==> src/rtl/spi_cmd_engine.sv <==
module spi_cmd_engine #(
  parameter int LEN_W  = 16,
  parameter int SKIP_W = 8
) (
  input  logic         clk,
  input  logic         rst_n,
  input  logic         cmd_valid,
  input  logic [31:0]  cmd_word,
  input  logic [127:0] cs_cfg,
  input  logic         tick,
  input  logic         tx_empty,
  input  logic [7:0]   tx_data,
  output logic         tx_pop,
  output logic         rx_push,
  output logic [7:0]   rx_data,
  output logic         sck,
  output logic         mosi,
  input  logic         miso,
  output logic [3:0]   cs_o,
  output logic         busy,
  output logic         done
);
  localparam int NCS = 4;
  localparam int CW  = 32;

  typedef enum logic [2:0] {S_IDLE, S_SETUP, S_LOAD, S_SHIFT, S_PUSH, S_GAP, S_HOLD} st_t;

  st_t               st;
  logic [1:0]        sel;
  logic              txo, msb_q, ph, sck_q, bcnt, done_q;
  logic [SKIP_W-1:0] skip_q;
  logic [LEN_W:0]    rem;
  logic [3:0]        lm1, bef_q, aft_q, idx;
  logic [4:0]        gap_q, dcnt;
  logic [15:0]       sh, rx;

  logic [CW-1:0]  ncfg;
  logic           wide, nb2, last_b;
  logic [3:0]     pos;
  logic [LEN_W:0] step;

  assign ncfg   = cs_cfg[{cmd_word[31:30], 5'd0} +: CW];
  assign wide   = lm1[3];
  assign nb2    = wide && (rem > (LEN_W+1)'(1));
  assign last_b = nb2 ? bcnt : 1'b1;
  assign step   = {{(LEN_W-1){1'b0}}, nb2, !nb2};
  assign pos    = msb_q ? lm1 - idx : idx;

  assign busy    = (st != S_IDLE);
  assign done    = done_q;
  assign sck     = sck_q;
  assign mosi    = (st == S_SHIFT) && sh[pos];
  assign tx_pop  = (st == S_LOAD) && !tx_empty;
  assign rx_push = (st == S_PUSH) && !txo && (skip_q == '0);
  assign rx_data = (wide && !bcnt) ? rx[15:8] : rx[7:0];

  for (genvar i = 0; i < NCS; i++) begin : g_cs
    assign cs_o[i] = (busy && sel == i) ^ cs_cfg[i*CW+20];
  end

  always_ff @(posedge clk or negedge rst_n) begin
    if (!rst_n) begin
      st <= S_IDLE; sel <= '0; txo <= 1'b0; msb_q <= 1'b0; ph <= 1'b0;
      sck_q <= 1'b0; bcnt <= 1'b0; done_q <= 1'b0; skip_q <= '0; rem <= '0;
      lm1 <= '0; bef_q <= '0; aft_q <= '0; idx <= '0; gap_q <= '0;
      dcnt <= '0; sh <= '0; rx <= '0;
    end else begin
      done_q <= 1'b0;
      unique case (st)
        S_IDLE: if (cmd_valid) begin
          sel    <= cmd_word[31:30];
          txo    <= cmd_word[27];
          skip_q <= cmd_word[16 +: SKIP_W];
          rem    <= {1'b0, cmd_word[LEN_W-1:0]} + (LEN_W+1)'(1);
          msb_q  <= ncfg[29];
          lm1    <= ncfg[19:16];
          bef_q  <= ncfg[15:12];
          aft_q  <= ncfg[11:8];
          gap_q  <= ncfg[7:3];
          dcnt   <= '0;
          bcnt   <= 1'b0;
          st     <= S_SETUP;
        end
        S_SETUP:
          if (dcnt == {1'b0, bef_q}) st <= S_LOAD;
          else if (tick) dcnt <= dcnt + 5'd1;
        S_LOAD: if (!tx_empty) begin
          if (!wide) sh <= {8'h00, tx_data};
          else if (!bcnt) sh <= {tx_data, 8'h00};
          else sh[7:0] <= tx_data;
          if (last_b) begin
            bcnt <= 1'b0; idx <= '0; ph <= 1'b0; rx <= '0; st <= S_SHIFT;
          end else bcnt <= 1'b1;
        end
        S_SHIFT: if (tick) begin
          if (!ph) begin
            sck_q <= 1'b1; rx[pos] <= miso; ph <= 1'b1;
          end else begin
            sck_q <= 1'b0; ph <= 1'b0;
            if (idx == lm1) begin bcnt <= 1'b0; st <= S_PUSH; end
            else idx <= idx + 4'd1;
          end
        end
        S_PUSH: begin
          if (!txo && skip_q != '0) skip_q <= skip_q - 1'b1;
          if (last_b) begin
            rem  <= rem - step;
            bcnt <= 1'b0;
            dcnt <= '0;
            st   <= (rem == step) ? S_HOLD : S_GAP;
          end else bcnt <= 1'b1;
        end
        S_GAP:
          if (dcnt == gap_q) st <= S_LOAD;
          else if (tick) dcnt <= dcnt + 5'd1;
        S_HOLD:
          if (dcnt == {1'b0, aft_q}) begin st <= S_IDLE; done_q <= 1'b1; end
          else if (tick) dcnt <= dcnt + 5'd1;
        default: st <= S_IDLE;
      endcase
    end
  end
endmodule


==> config.mk <==
export PLATFORM = sky130hd
export DESIGN_NAME = spi_cmd_engine
export DESIGN_NICKNAME = d
export VERILOG_FILES = /design/src/rtl/spi_cmd_engine.sv
export SDC_FILE = /design/constraint.sdc
export NUM_CORES = 1
export LEC_CHECK = 0
export ABC_AREA = 1
export BUFFER_PORTS_ARGS = -buffer_cell sky130_fd_sc_hd__buf_2
export CORE_AREA = 2 2 116 118
export DETAILED_ROUTE_END_ITERATION = 10
export DIE_AREA = 0 0 118 120
export MAX_ROUTING_LAYER = met4
export PLACE_DENSITY = 0.8
export REMOVE_ABC_BUFFERS = 1
export SYNTH_ARGS = -nofsm -noshare
export SYNTH_HDL_FRONTEND = slang
export SYNTH_SLANG_ARGS = --single-unit
export TNS_END_PERCENT = 100
==> constraint.sdc <==
create_clock -name clk -period 3.35 [get_ports clk]
set_clock_uncertainty 0.2 [all_clocks]
set_input_delay 0.335 -clock clk [delete_from_list [all_inputs] [get_ports clk]]
set_output_delay 0.335 -clock clk [all_outputs]
set_load 0.02 [all_outputs]
==> results.yml <==
setup_path:
  crit_family: "adder cells"
  path_depth: 12
  critPathArrivalTime_ns: 2.59
  required_ns: 2.81
  cpMostUsedCell: "nand2_1"
  worstPathMaxFanout: 5
  slowest_stage: "fa_1"
  startpoint_type: "flip-flop"
  rr_endpoint: "rem[16]"
  reg2reg_from: "rem[6]"
  slowest_delay_ns: 0.49
  worstSetupPathType: "flip-flop to output pin"
  endpoint_kind: "output pin"
  reg2reg_slack_ns: 0.59
  path_buf_inv: 2
  path_cells: "ha_1 -> fa_1 -> nand2_1 -> o21ai_2 -> nand2_1 -> buf_4 -> o22a_1 -> nand2_1 -> nand2_1 -> nand2_1 -> nor2_1 -> buf_2"
  crit_start: "idx[0]"
  r2r_cells: 15
  endpoint: "mosi"
hold_path:
  min_path_type: "input port to flip-flop"
timing:
  setup_viol: 0
  slew_violations: 0
  period_needed_ns: 3.127
  hold_viol_final: 0
  slew_headroom_pct: 47.19
  timing.fmax_mhz: 319.8
  tightest_slew_ns: 0.7873
  rsz0062_at_grt: "false"
  fin_crit_sh_pct: 93.35
  final.setup.tns_ns: 0
yosys:
  synth_ff_type: "dfrtp_1"
  async_flop_share_pct: 100.0
  synth.avg_cell_area_sq_um: 6.662
  synthesis.instances: 1007
  ys_ff_latch: 94
  synthDistinctLibCells: 46
  ys.warnings.count: 0
  synth_edf_count: 0
  syn_area_sq_um: 6709
  ys_seq_area_share_pct: 35.06
placed_design:
  dp_cells: 1289
  hpwl_microns: 12410
  place.gp.congestion: 0.9034
  portBuffers: 134
finish:
  fin_cells: 1306
  fin_nets: 1312
  final_layout_size_suffix_gt1_share_pct: 17.79
  syn_to_final_growth_pct: 15.93
  n_fill_cell: 1240
  n_antenna_cell: 0
floorplanning:
  initial_core_util_pct: 51.69
  ioPinCount: 192
  dieArea_sq_um: 14160
  fp.dieW_microns: 118
  rows: 42
  die_h_microns: 120
  core-area_sq_um: 12980
clock_network:
  numCtsBuffers: 9
  htreeDepth: 3
  cts_root_buffer: "clkbuf_16"
  clock_latency_ns: 0.34
  clk_pin_slew_ns: 0.07
  cts_tree: "built"
  cts.sinks: 94
  cts_buffer_depth: 2
status:
  status: "complete, no violations"
route:
  drcViolationCount: 0
  wirelength_microns: 16750
  ant_nets: 0
  vias: 6920
  drt_iter0_drc: 585
  drt_pass1_iterations: 5
  vias_per_cell: 5.299
  routedWlPerCell_microns: 12.83
global_route:
  antenna_found_initial: 0
  grt_overflow: 0
  first_global_vias: 6386
  grt_first_pass_wirelength_microns: 28570
  grt_max_degree: 55
  grt_usage_pct: 24.87
pwr:
  leakage_nw: 4.010
  peakVddDrop_v: 0.0003287
  power_density_nw_per_um2: 787.4
flow_run:
  drv_cap: 0
## through the flow
step	setup WS [ns]	power [W]	hold WS (ns)	area, sq um	util [%]
6_report	0.2229	0.006124	0.04185	7777	59.92
5_1_grt	0.02897	0.006722	0.03763	7777	59.92
4_1_cts	0.06359	0.006093	0.03012	7762	59.80
3_5_place_dp	0.3694	0.005102	0.2239	7476	57.60
3_3_place_gp	0.4428	0.005002	0.2226	7476	57.60
2_1_floorplan	0.6643	0.004221	-0.1606	6515	-
## layer usage
layer  part of all wire (%)  up-vias  GRT usage (%)
li1                       -     3515              -
met1                     46     3176          32.68
met2                     48      202          40.26
met3                    4.4       27          3.327
met4                    1.7        0          7.831
met5                      0        -              -
## cell families after synthesis
| kind of cell | count (synthesis) | share of synthesized area (%) |
|---|---|---|
| DFF | 94 | 35.06 |
| AOI/OAI and AO/OA | 168 | 14.23 |
| and+or+nand+nor | 565 | 36.09 |
| xor gates and xnor gates | 26 | 3.394 |
| adders and majority gates | 12 | 2.462 |
| buffers and inverters | 142 | 8.765 |
## Yosys cell counts, types with 11 or more instances
master	n	area (sq um)
a21oi_1	13	65.06
clkbuf_1	16	60.06
dfrtp_1	94	2352
inv_1	90	337.8
inv_2	13	48.80
nand2_1	322	1209
nand3_1	68	340.3
nand4_1	28	175.2
nor2_1	113	424.2
o21ai_0	92	460.4
o22ai_1	27	168.9
xnor2_1	11	96.34
xor2_1	15	131.4
## power breakdown
group | total (W) | switching (W) | internal, W | leakage, nW
clock network | 0.000956 | 0.000435 | 0.000520 | 0.138
logic | 0.00326 | 0.00217 | 0.00109 | 2.66
registers | 0.00191 | 0.000368 | 0.00154 | 1.21
## placed cells by master, fill, tap and decap left out, types with 10 or more instances in the layout
cell / n
nand3_1: 68
o21ai_0: 91
nand2_1: 322
nor2_1: 113
xnor2_1: 11
buf_4: 11
nand4_1: 28
o22ai_1: 27
ha_1: 10
buf_2: 133
xor2_1: 15
o31ai_1: 10
inv_1: 90
inv_2: 13
dfrtp_1: 94
a21oi_1: 13
## worst register-to-register path, cell delays in order (launching register included)
cell and delay, ns:
dfrtp_1 0.43, nor2_1 0.20, nand2_1 0.12, nor2_1 0.11, nand2_1 0.13, nand2_1 0.14
ha_1 0.20, fa_1 0.25, nand2_1 0.12, nor2_1 0.21, nand2_1 0.10, a21oi_1 0.13
o21ai_0 0.09, nand2_1 0.07, nand2_1 0.06, o21ai_1 0.10
## how the worst min path moves through the flow
stage | from | end | slack (ns) | depth (start not counted)
global route | cmd_word[27] | txo | 0.04 | 3
floorplan | rst_n | aft_q[0] | -0.16 | 0
CTS | cmd_word[27] | txo | 0.03 | 3
global placement | rst_n | skip_q[3] | 0.22 | 1
detailed placement | rst_n | skip_q[3] | 0.22 | 1
finish | cmd_word[20] | skip_q[4] | 0.04 | 3
## what timing repair did
item / CTS / global route
hold endpoints to repair: 52 / 0
gates resized for setup: 1 / 3
hold buffers: 1 / 0
endpoints found under the setup margin: 1 / 1
buffers inserted: 0 / 1
## flip-flops by register name (all words and copies together) (netlist names), 2 cells and up
register,flops
aft_q,4
lm1,4
st,3
idx,4
bef_q,4
sh,16
skip_q,8
rem,17
sel,2
gap_q,5
rx,16
dcnt,5
## layout make-up
| cell class | instances | area, sq um | share of cell area (%) |
|---|---|---|---|
| clock buffer | 10 | 239.0 | 3.073 |
| clock inverter | 5 | 36.28 | 0.4665 |
| inverter | 105 | 395.4 | 5.084 |
| multi-input combinational | 771 | 3776 | 48.55 |
| sequential | 94 | 2352 | 30.24 |
| tap | 176 | 220.2 | 2.831 |
| timing repair buffer | 145 | 758.2 | 9.749 |
No activity file was read; power rests on OpenSTA's default activity.
